<file path="config.mk">
export PLATFORM = sky130hd
export DESIGN_NAME = irq_share_agg
export DESIGN_NICKNAME = d
export VERILOG_FILES = /design/src/rtl/irq_agg_pkg.sv /design/src/rtl/irq_pin_tracker.sv /design/src/rtl/irq_line_counter.sv /design/src/rtl/irq_share_agg.sv
export SDC_FILE = /design/constraint.sdc
export NUM_CORES = 1
export LEC_CHECK = 0
export BUFFER_PORTS_ARGS = -buffer_cell sky130_fd_sc_hd__buf_2
export CORE_AREA = 2 2 184 150
export DETAILED_ROUTE_END_ITERATION = 16
export DIE_AREA = 0 0 186 152
export PLACE_DENSITY_LB_ADDON = 0.25
export SLEW_MARGIN = 30
export SYNTH_ARGS = -nofsm -noshare
export SYNTH_HDL_FRONTEND = slang
export SYNTH_HIERARCHICAL = 1
export SYNTH_SLANG_ARGS = --single-unit
</file>
<file path="constraint.sdc">
create_clock -name clk -period 16.7 [get_ports clk]
set_input_delay 1.67 -clock clk [delete_from_list [all_inputs] [get_ports clk]]
set_output_delay 1.67 -clock clk [all_outputs]
set_load 0.01 [all_outputs]
</file>
<file path="src/rtl/irq_agg_pkg.sv">
`timescale 1ns/1ps
package irq_agg_pkg;
  localparam int PINS_PER_DEV = 4;

  // Line reached by one pin of one device: rotate by slot, then fold.
  function automatic int route_line(input int pin, input logic [7:0] devfn, input int nlines);
    int slot;
    slot = int'(devfn[7:3]);
    return ((pin + slot) % PINS_PER_DEV) % nlines;
  endfunction

  // Next count and underflow indication for one line.
  function automatic logic [16:0] next_count(input logic [15:0] cur, input logic [15:0] inc,
                                             input logic [15:0] dec);
    logic [16:0] up;
    up = {1'b0, cur} + {1'b0, inc};
    if (up < {1'b0, dec}) return {1'b1, 16'd0};
    return {1'b0, 16'(up - {1'b0, dec})};
  endfunction
endpackage

</file>
<file path="src/rtl/irq_pin_tracker.sv">
`timescale 1ns/1ps
module irq_pin_tracker #(
  parameter int NUM_DEV = 4,
  localparam int NPINS = NUM_DEV * irq_agg_pkg::PINS_PER_DEV
) (
  input  logic             clk,
  input  logic             rst_n,
  input  logic [NPINS-1:0] pins,
  input  logic [NUM_DEV-1:0] attach,
  output logic [NPINS-1:0] rise,
  output logic [NPINS-1:0] fall
);
  localparam int PPD = irq_agg_pkg::PINS_PER_DEV;

  for (genvar d = 0; d < NUM_DEV; d++) begin : g_dev
    logic [PPD-1:0] seen;
    logic [PPD-1:0] now_lvl;
    assign now_lvl = pins[d*PPD +: PPD];
    assign rise[d*PPD +: PPD] = attach[d] ? '0 : (now_lvl & ~seen);
    assign fall[d*PPD +: PPD] = attach[d] ? '0 : (~now_lvl & seen);

    always_ff @(posedge clk) begin
      if (!rst_n)         seen <= '0;
      else if (attach[d]) seen <= '0;
      else                seen <= now_lvl;
    end
  end
endmodule

</file>
<file path="src/rtl/irq_line_counter.sv">
`timescale 1ns/1ps
module irq_line_counter #(
  parameter int NUM_DEV   = 4,
  parameter int NUM_LINES = 4,
  parameter int LINE_ID   = 0,
  parameter int CNT_W     = 5,
  localparam int NPINS = NUM_DEV * irq_agg_pkg::PINS_PER_DEV
) (
  input  logic               clk,
  input  logic               rst_n,
  input  logic [NPINS-1:0]   rise,
  input  logic [NPINS-1:0]   fall,
  input  logic [NUM_DEV*8-1:0] devfn,
  input  logic               load,
  input  logic [CNT_W-1:0]   load_val,
  output logic [CNT_W-1:0]   count,
  output logic               under_evt
);
  localparam int PPD = irq_agg_pkg::PINS_PER_DEV;

  logic [15:0] n_inc, n_dec;
  logic [16:0] nxt;

  always_comb begin
    n_inc = '0;
    n_dec = '0;
    for (int d = 0; d < NUM_DEV; d++) begin
      for (int p = 0; p < PPD; p++) begin
        if (irq_agg_pkg::route_line(p, devfn[d*8 +: 8], NUM_LINES) == LINE_ID) begin
          if (rise[d*PPD+p]) n_inc = n_inc + 16'd1;
          if (fall[d*PPD+p]) n_dec = n_dec + 16'd1;
        end
      end
    end
    nxt = irq_agg_pkg::next_count(16'(count), n_inc, n_dec);
  end

  assign under_evt = !load && nxt[16];

  always_ff @(posedge clk) begin
    if (!rst_n)    count <= '0;
    else if (load) count <= load_val;
    else           count <= nxt[CNT_W-1:0];
  end
endmodule

</file>
<file path="src/rtl/irq_share_agg.sv">
`timescale 1ns/1ps
module irq_share_agg #(
  parameter int NUM_DEV   = 4,
  parameter int NUM_LINES = 4,
  localparam int CNT_W = $clog2(NUM_DEV * irq_agg_pkg::PINS_PER_DEV + 1),
  localparam int NPINS = NUM_DEV * irq_agg_pkg::PINS_PER_DEV
) (
  input  logic                       clk,
  input  logic                       rst_n,
  input  logic [NPINS-1:0]           dev_pins,
  input  logic [NUM_DEV*8-1:0]       dev_fn,
  input  logic [NUM_DEV-1:0]         dev_attach,
  output logic [NUM_LINES-1:0]       irq_line,
  output logic                       underflow_err,
  output logic [7:0]                 snap_nlines,
  output logic [NUM_LINES*CNT_W-1:0] snap_counts,
  input  logic                       restore_en,
  input  logic [7:0]                 restore_nlines,
  input  logic [NUM_LINES*CNT_W-1:0] restore_counts,
  output logic                       restore_rej
);
  logic [NPINS-1:0]     rise, fall;
  logic [NUM_LINES-1:0] under_vec;
  logic                 restore_acc;
  logic                 ev_any;
  logic                 under_any;

  assign restore_acc = restore_en && (restore_nlines == 8'(NUM_LINES));
  assign ev_any      = |rise || |fall;
  assign under_any   = |under_vec;
  assign snap_nlines = 8'(NUM_LINES);

  irq_pin_tracker #(.NUM_DEV(NUM_DEV)) u_track (
    .clk(clk), .rst_n(rst_n), .pins(dev_pins), .attach(dev_attach),
    .rise(rise), .fall(fall)
  );

  for (genvar l = 0; l < NUM_LINES; l++) begin : g_line
    logic [CNT_W-1:0] cnt;
    irq_line_counter #(.NUM_DEV(NUM_DEV), .NUM_LINES(NUM_LINES), .LINE_ID(l), .CNT_W(CNT_W)) u_cnt (
      .clk(clk), .rst_n(rst_n), .rise(rise), .fall(fall), .devfn(dev_fn),
      .load(restore_acc), .load_val(restore_counts[l*CNT_W +: CNT_W]),
      .count(cnt), .under_evt(under_vec[l])
    );
    assign snap_counts[l*CNT_W +: CNT_W] = cnt;
    assign irq_line[l] = |cnt;
  end

  always_ff @(posedge clk) begin
    if (!rst_n) begin
      underflow_err <= 1'b0;
      restore_rej   <= 1'b0;
    end else begin
      if (under_any) underflow_err <= 1'b1;
      restore_rej <= restore_en && !restore_acc;
    end
  end
endmodule

</file>
-- After elaboration in Yosys (flattened, before gate mapping)
Cells that the tools add are included.
- register bits: 38
- input port bits: 83
- $add $sub $neg: 140
- magnitude comparators: 4
- eq/ne operators: 49
- muxes and demuxes: 274
- bitwise gates (word level): 41
- reductions and logical operators: 44
- operators by type and width (operator ; number):
    $mux 16 ; 246
    $add 16x1->16 const B ; 118
    $logic_not 32->1 ; 16
    $mux 17 ; 8
    $eq 3x3->1 const B ; 24
    $add 5x16->17 ; 4
    $lt 17x16->1 ; 4
    $sub 16x16->16 ; 4
    $eq 3x2->1 const B ; 12
    $and 4x4->4 ; 8
    $mux 4 ; 8
    $not 4->4 ; 8
    $reduce_or 2->1 ; 16
    $mux 5 ; 4
    $reduce_or 5->1 ; 4
    $add 2x2->2 const A ; 8
    $eq 2x2->1 const B ; 8
    $and 1x1->1 ; 12
    $and 1x1->1 const A ; 12
    $add 1x2->2 const A ; 4
    $eq 2x1->1 const B ; 4
    $eq 8x3->1 const B ; 1
    $mux 1 ; 8
    $logic_and 1x1->1 ; 6
    4 further kinds ; 5

-- Longest topological paths before layout
Gate-level depths: netlist of the first run.
- word-level depth: 56
- depth in mapped cells: 67

-- Modules after synthesis
The synthesis of the first run kept the hierarchy.
- by module, submodules not included (module ; instances ; cells each ; area each (um^2)):
    irq_line_counter at g_line[1].u_cnt ; 1 ; 437 ; 3464.6
    irq_line_counter at g_line[3].u_cnt ; 1 ; 455 ; 3424.5
    irq_line_counter at g_line[0].u_cnt ; 1 ; 421 ; 3293.2
    irq_line_counter at g_line[2].u_cnt ; 1 ; 420 ; 3178.0
    irq_pin_tracker ; 1 ; 69 ; 760.7
    irq_share_agg ; 1 ; 31 ; 202.7

-- Worst setup path before layout of the first run
OpenSTA, ideal clock, no wires.
- kind: input port to flip-flop
- start point: input port dev_attach[0]
- end point: register underflow_err
- setup time: 0.115 ns
- arrival: 13.721 ns
- required time: 16.585 ns
- setup slack: 2.864 ns
- cell stages on the path: 58
- path buffers: 1
- cell sequence: buf_4 > nor3b_1 > nor3b_1 > ha_1 > a31o_2 > ha_1 > nand2_1 > o21ai_0 > ha_1 > nand4b_1 > o211ai_1 > ha_1 > nor4b_2 > nor2_1 > ha_1 > nand4_1 > nand2_1 > ha_1 > [22 not listed] > ha_1 > mux2i_1 > inv_1 > ha_1 > a21o_1 > a21oi_1 > xnor2_1 > ha_1 > inv_1 > a21oi_1 > o21a_1 > o21a_1 > o21ai_0 > a221o_1 > a31oi_1 > nor2_1 > or4_1 > o21a_1
- word-level cells in the longest chain between the ends: 54
- elaborated cells between the ends (all ways): 393
- classes of those cells: add/sub: 124; order compare: 4; mux: 260; reduce/logical: 5
- ends and longest elaborated chain (item ; line ; RTL):
    from (decl) ; irq_share_agg.sv:12 ; input logic [NUM_DEV-1:0] dev_attach,
    $mux 4 (*) ; irq_pin_tracker.sv:19 ; assign rise[d*PPD +: PPD] = attach[d] ? '0 : (now_lvl & ~seen);
    net rise[0] ; irq_share_agg.sv:22 ; logic [NPINS-1:0] rise, fall;
    $mux 1 (*) ; irq_line_counter.sv:30 ; if (rise[d*PPD+p]) n_inc = n_inc + 16'd1;
    $mux 16 (*) ; irq_line_counter.sv:29 ; if (irq_agg_pkg::route_line(p, devfn[d*8 +: 8], NUM_LINES) == LINE_ID) begin
    $add 16x1->16 ; irq_line_counter.sv:30 ;
    $mux 16 ; irq_line_counter.sv:30 ;
    $mux 16 (*) ; irq_line_counter.sv:29 ;
    $add 16x1->16 ; irq_line_counter.sv:30 ;
    [40 not listed] ; - ;
    $mux 16 (*) ; irq_line_counter.sv:29 ;
    $add 5x16->17 (*) ; irq_agg_pkg.sv:16 ; up = {1'b0, cur} + {1'b0, inc};
    $lt 17x16->1 (*) ; irq_agg_pkg.sv:17 ; if (up < {1'b0, dec}) return {1'b1, 16'd0};
    $mux 1 (*) ; irq_agg_pkg.sv:17 ;
    $mux 17 (*) ; irq_agg_pkg.sv:18 ; return {1'b0, 16'(up - {1'b0, dec})};
    $logic_and 1x1->1 (*) ; irq_line_counter.sv:38 ; assign under_evt = !load && nxt[16];
    net under_vec[0] ; irq_share_agg.sv:23 ; logic [NUM_LINES-1:0] under_vec;
    $reduce_or 4->1 (*) ; irq_share_agg.sv:30 ; assign under_any = |under_vec;
    to (signal assigned) ; irq_share_agg.sv:51 ; underflow_err <= 1'b0;
    to (signal assigned) ; irq_share_agg.sv:54 ; if (under_any) underflow_err <= 1'b1;
    to (decl) ; irq_share_agg.sv:14 ; output logic underflow_err,
Mark *: on every way through the listed nets, which the timed path passes. The rest lies on a longest branch.
A chain may end at the register's enable or synchronous reset.

-- Worst setup path after layout of the first run
- start point: input port dev_attach[0]
- end point: register underflow_err
- elaborated cells between the ends (all ways): 393
- classes of those cells: add/sub: 124; order compare: 4; mux: 260; reduce/logical: 5
- RTL lines (item ; line):
    $mux 4 (*) ; irq_pin_tracker.sv:19
    net rise[1] ; irq_share_agg.sv:22
    $mux 16 (*) ; irq_line_counter.sv:30
    $mux 16 (*) ; irq_line_counter.sv:29
    $add 16x1->16 ; irq_line_counter.sv:30
    $mux 16 ; irq_line_counter.sv:30
    $mux 16 (*) ; irq_line_counter.sv:29
    $add 16x1->16 ; irq_line_counter.sv:30
    [37 not listed] ; -
    $mux 16 (*) ; irq_line_counter.sv:29
    $add 5x16->17 (*) ; irq_agg_pkg.sv:16
    $lt 17x16->1 (*) ; irq_agg_pkg.sv:17
    $mux 1 (*) ; irq_agg_pkg.sv:17
    $mux 17 (*) ; irq_agg_pkg.sv:18
    $logic_and 1x1->1 (*) ; irq_line_counter.sv:38
    net under_vec[0] ; irq_share_agg.sv:23
    $reduce_or 4->1 (*) ; irq_share_agg.sv:30
Marks and branches as above.

==> flow_summary.ini, run 1 <==
[cts]
postCtsHoldBufs = 0
cts_tree = yes
post_cts_buffers = 0
clock_sinks = 38
numCtsBuffers = 5
cts_max_path_buffers = 2
worstSkewPairLatency_ns = 0.31
cts_resized = 0
h-tree-depth = 2
clk_pin_slew_ns = 0.07
root_buffer = clkbuf_16

[place]
dp_hpwl_mm = 29.1
place.gp.congestion = 0.878
port_buffers = 84
dp.cells = 2326

[timing]
worstMarginPinSlew_ns = 0.949
relSlewSlack_pct = 36.4
maxSlewViolCount = 0
finalCritPeriodShare_pct = 88.8
fin_worst_skew_ns = 0.00741
fin_crit_ns = 14.82
grt_setup_unrepaired = no
fin_setup_tns_ns = 0
setup_viol = 0
hold_violations = 0
fmax_ghz = 0.0675

[route]
drc_errors = 0
drt_wl_total_mm = 37.2
drt-wirelength-per-cell_um = 15.9
drt_pass1_iterations = 5
via_count = 13800
final_antenna_net_count = 0
drtIter0Drc = 919
viasPerCell = 5.92

[final_layout]
final_cells = 2334
fin_util_pct = 58.3
antenna_cells = 0
area_delta_synth_final_pct = 8.54
final_layout_size_suffix_gt1_share_pct = 13.9
nets = 2264
fillCellCount = 2519
multiInputGateArea_sq_um = 13100
final-seq-area_sq_um = 761

[global_routing]
antenna_found_initial = 3
grt_first_pass_wirelength_mm = 61.6
globalRoute.totalOverflow = 0
grt_max_degree = 71
gr-usage-all-layers_pct = 26.1
grt_pass1_vias = 12800

[critical_path]
path_common_cell = ha_1
worst_ep_arrival_time_ns = 15.03
cp_max_fo = 12
slowest_delay_ns = 0.66
critical_path_required_ns = 16.91
end_kind = flop
crit_type = in2reg
critPathLaunchType = input port
crit_slowest_cell = nor3b_1

[pwr]
total_power_uw = 629
powerDensity_nw_per_um2 = 40.5
p_leak_nw = 7.69
vdd_ir_drop_max_mv = 0.0378

[die]
rows = 54
die_w_um = 186
design.core.area_sq_um = 26700
initial_core_util_pct = 53.7
die-area_sq_um = 28300
ios = 117
fp.dieH_um = 152

[yosys]
yosysTopAreaCellShare_pct = 17.8
ys_warn_count = 6
synth_most_common_cell = ha_1
synthDistinctLibCells = 132
syn_inst = 1833
synth_enable_flop_cells = 0
netlist_top_cells_area = ha_1 (18%), xnor2_1 (6.6%), dfxtp_1 (5.3%)
yosysSeqAreaShare_pct = 5.31
synth_seq_cells = 38
synthTopCellsByCount = ha_1 (204), nand2_1 (195), nor2_1 (137)
syn_avg_cell_area_sq_um = 7.81
ys.flop_type = dfxtp_1
async_flop_share_pct = 0
synth_top_cell_by_area = ha_1
synthesis.area_sq_um = 14300

[status]
status = finished clean

[run]
drv_cap = 0

[worst_hold_path]
hold_path_class = reg2reg
-- critical path, delay by kind of cell --
kind            cells  cell delay [ns]
fa+ha+maj          17             5.12
mux                 5             1.42
buf+inv             3             0.31
xor+xnor            1             0.10
compound gates     18             3.47
simple gates       13             2.94
-- kinds of logic (layout without fill, tap and decap cells) --
kind of cell             count (synthesis)  in the layout  share of synthesized area (%)
AND/OR/NAND/NOR                        773            773                           30.9
AO/OA/AOI/OAI                          385            385                           19.5
adder cells (fa/ha/maj)                214            214                           19.1
XOR/XNOR                               190            190                           14.5
buffers and inverters                  162            217                           5.33
multiplexers                            61             61                           5.14
flip-flops                              38             38                           5.31
other                                   10             92                          0.262
-- per-layer routing --
| layer | track usage, % | routed length (um) | vias to the layer above |
|---|---|---|---|
| met1 | 35.8 | 17100 | 6486 |
| met3 | 2.71 | 2010 | 55 |
| li1 | - | - | 6907 |
| met5 | 0 | 0 | - |
| met2 | 42.8 | 17000 | 358 |
| met4 | 7.95 | 1020 | 0 |
-- report_power, final --
| part | switching (mW) | internal, mW |
|---|---|---|
| combinational | 0.231 | 0.173 |
| clock | 0.0491 | 0.0707 |
| sequential | 0.00711 | 0.0984 |
-- final cells by class --
class                   count  share of cell area [%]
multi-input cells        1715                    84.5
flip-flops and latches     38                    4.89
repair buffers            117                    4.30
well taps                 364                    2.93
inverters                  92                    2.25
clock buffers               5                   0.805
clock inverters             3                   0.290
-- flip-flops by register name, indices dropped and copies added, names as in the netlist --
signal / count
u_track/g_dev.seen: 16
g_line.u_cnt/count: 20
restore_rej: 1
underflow_err: 1
-- through the flow --
| stage | hold WS (ns) | setup WS (ns) | area, sq um |
|---|---|---|---|
| 2_1_floorplan | 0.509 | 2.86 | 14600 |
| 3_3_place_gp | 0.454 | 1.81 | 15400 |
| 3_5_place_dp | 0.459 | 1.53 | 15400 |
| 4_1_cts | 0.478 | 1.79 | 15500 |
| 5_1_grt | 0.505 | 0.884 | 15500 |
| 6_report | 0.471 | 1.88 | 15500 |
-- cells in the final DEF (no fill, tap or decap), types with 38 or more instances in the layout --
cell type,netlist,final
a21oi_1,82,82
and3_1,44,43
buf_2,15,84
conb_1,10,92
dfxtp_1,38,38
ha_1,204,204
inv_1,88,88
nand2_1,195,195
nand3_1,59,59
nor2_1,137,137
nor3b_1,46,39
o21ai_0,60,60
xnor2_1,108,108
xor2_1,44,44
-- worst paths after layout --
kind	from	to	slack [ns]	depth (start not counted)
max	dev_attach[0]	underflow_err$_SDFFE_PN0P_	1.88	57
max reg2reg	u_track/g_dev[0].seen[1]$_SDFF_PP0_	underflow_err$_SDFFE_PN0P_	3.15	56
min	underflow_err$_SDFFE_PN0P_	underflow_err$_SDFFE_PN0P_	0.47	1
min reg2reg	underflow_err$_SDFFE_PN0P_	underflow_err$_SDFFE_PN0P_	0.47	1
(Power assumes the default switching activity.)
==> run 2: changes to the inputs <==
ABC_AREA = 1   (was not set)
CORE_AREA = 2 2 198 161   (was 2 2 184 150)
CTS_BUF_LIST = sky130_fd_sc_hd__clkbuf_16   (was not set)
DIE_AREA = 0 0 200 163   (was 0 0 186 152)
==> flow_summary.ini, run 2 <==
[status]
status = finished clean

[pwr]
p_int_uw = 287
power_frac_comb_pct = 63.5
powerDensity_nw_per_um2 = 31.4
netSwitchingFraction_pct = 49.2
p_leak_nw = 11.7
p_sw_uw = 278
total_power_uw = 565
p_clk_share_pct = 17.4
pwr-share-seq_pct = 19.1
vdd_ir_drop_max_mv = 0.0333

[final_layout]
stdcell_area_sq_um = 18000
final_common_cell = nand2_1
fin_util_pct = 58.4
nets = 3383
area_delta_synth_final_pct = 7.61
largestRegisters = g_line.u_cnt/count: 20 flops, u_track/g_dev.seen: 16 flops
largest_reg_flops = 20
final_layout_size_suffix_gt1_share_pct = 18.0
regMostFlops = g_line.u_cnt/count
layout_common_cells = nand2_1 (750), inv_1 (559), nand3_1 (315)
final_cells = 3510

[yosys]
synth.area.mux_share_pct = 0
yosysSeqAreaShare_pct = 4.55
synth_most_common_cell = nand2_1
ys_warn_count = 6
synthesis.area_sq_um = 16700
yosys.area_share.adder_pct = 16.2
synth_enable_flop_cells = 0
synth_seq_cells = 38
synthTopCellsByCount = nand2_1 (750), inv_1 (559), nand3_1 (315)
yosysTopAreaCellShare_pct = 16.8
synth_top_cell_by_area = nand2_1
netlist_top_cells_area = nand2_1 (17%), ha_1 (15%), inv_1 (13%)
syn_avg_cell_area_sq_um = 5.71
syn_inst = 2929
async_flop_share_pct = 0
ys.flop_type = dfxtp_1
synth_xor_area_share_pct = 1.57
synth_top_family_by_area = simple AND/OR/NAND/NOR gates
synth_compound_area_share_pct = 5.94
synthSimpleGateAreaFrac_pct = 56.8
synthDistinctLibCells = 54

[die]
die_w_um = 200
design.core.area_sq_um = 30800
initial_core_util_pct = 54.2
die-area_sq_um = 32600
fp.dieH_um = 163
ios = 117
rows = 58

[timing]
final.setup.worst_slack_ns = 2.69
grt_setup_unrepaired = no
finalCritPeriodShare_pct = 83.9
relSlewSlack_pct = 35.2
fin_setup_tns_ns = 0
worstMarginPinSlew_ns = 0.968
fin_worst_skew_ns = 0.00922
whs_ns = 0.554
fmax_ghz = 0.0714
maxSlewViolCount = 0
setup_viol = 0
hold_violations = 0
fin_crit_ns = 14.01

[run]
drv_cap = 0

[place]
place_ws_ns = 2.48
place.gp.congestion = 0.884
dp.cells = 3501
port_buffers = 84
dp_hpwl_mm = 34.3
placed_area_sq_um = 17900

[global_routing]
antenna_found_initial = 1
grt_first_pass_wirelength_mm = 68.1
grt_pass1_vias = 16800
grt_max_degree = 35
globalRoute.totalOverflow = 0
gr-usage-all-layers_pct = 24.4

[route]
drt_wl_total_mm = 39.1
final_antenna_net_count = 0
drt-wirelength-per-cell_um = 11.2
drt_pass1_iterations = 8
viasPerCell = 5.08
drtIter0Drc = 919
via_count = 17800
drc_errors = 0

[cts]
worstSkewPairLatency_ns = 0.30
postCtsHoldBufs = 0
post_cts_buffers = 0
cts_tree = yes
numCtsBuffers = 5
cts_max_path_buffers = 2
cts_resized = 0
clk_pin_slew_ns = 0.06
root_buffer = clkbuf_16
h-tree-depth = 2
clock_sinks = 38

[critical_path]
crit_type = in2reg
r2r_end = underflow_err$_SDFFE_PN0P_
cp_num_buf_inv = 10
critPathLaunchType = input port
cp_max_fo = 34
path_common_cell = nand2_1
r2r_slack_ns = 3.96
slowest_delay_ns = 0.66
critical_path_required_ns = 16.89
cp_num_cells = 70
crit_family = adder cells
end_kind = flop
crit_end = underflow_err$_SDFFE_PN0P_
timing.rr.start = u_track/g_dev[0].seen[0]$_SDFF_PP0_
crit_slowest_cell = buf_2
startpoint = dev_fn[4]
worst_ep_arrival_time_ns = 14.20
rr_worst_depth = 72

[worst_hold_path]
min_from = underflow_err$_SDFFE_PN0P_
hold_path_class = reg2reg
-- run 2: worst min path at each step --
stage | endpoint | cells after the start
CTS | underflow_err$_SDFFE_PN0P_ | 4
floorplan | underflow_err$_SDFFE_PN0P_ | 4
global route | underflow_err$_SDFFE_PN0P_ | 4
detailed placement | underflow_err$_SDFFE_PN0P_ | 4
global placement | underflow_err$_SDFFE_PN0P_ | 4
finish | underflow_err$_SDFFE_PN0P_ | 4
-- run 2: final cells by class --
type,instances,area (sq um)
fillers,3032,12800
clock buffers,5,125
repair buffers,89,458
inverters,605,2300
multi-input cells,2349,13800
clock inverters,3,16.3
well taps,420,526
diodes,1,2.50
flip-flops and latches,38,761
-- run 2: power groups by stage --
stage               Sequential (mW)  Clock, mW  Combinational (mW)
finish                        0.108     0.0984               0.359
detailed placement            0.110          0               0.353
global placement              0.110          0               0.338
floorplan                     0.111          0               0.268
CTS                           0.108      0.101               0.356
global route                  0.109      0.103               0.419
-- run 2: per-layer routing --
layer / vias up / track usage, % / part of all wire (%) / wire length, um
met4: 0 / 4.07 / 1.1 / 445
met1: 8038 / 30.8 / 47 / 18300
met5: - / 0 / 0 / 0
met2: 249 / 46.0 / 49 / 19100
li1: 9523 / - / - / -
met3: 36 / 1.28 / 3.4 / 1350
-- run 2: cells by family (layout without fill, tap and decap cells) --
| logic type | Yosys count | count (layout) |
|---|---|---|
| flip-flops | 38 | 38 |
| AO/OA/AOI/OAI | 175 | 175 |
| AND/OR/NAND/NOR | 1840 | 1840 |
| other | 10 | 93 |
| buffers and inverters | 624 | 702 |
| XOR/XNOR | 30 | 30 |
| adder cells (fa/ha/maj) | 212 | 212 |
-- run 2: worst register-to-register path: cells and delay by family (launching register included) --
kind            cells  cell delay, ns
compound gates      7            1.31
xor+xnor            1            0.15
fa+ha+maj          17            5.05
buf+inv            10            0.63
flops               1            0.31
simple gates       37            5.20
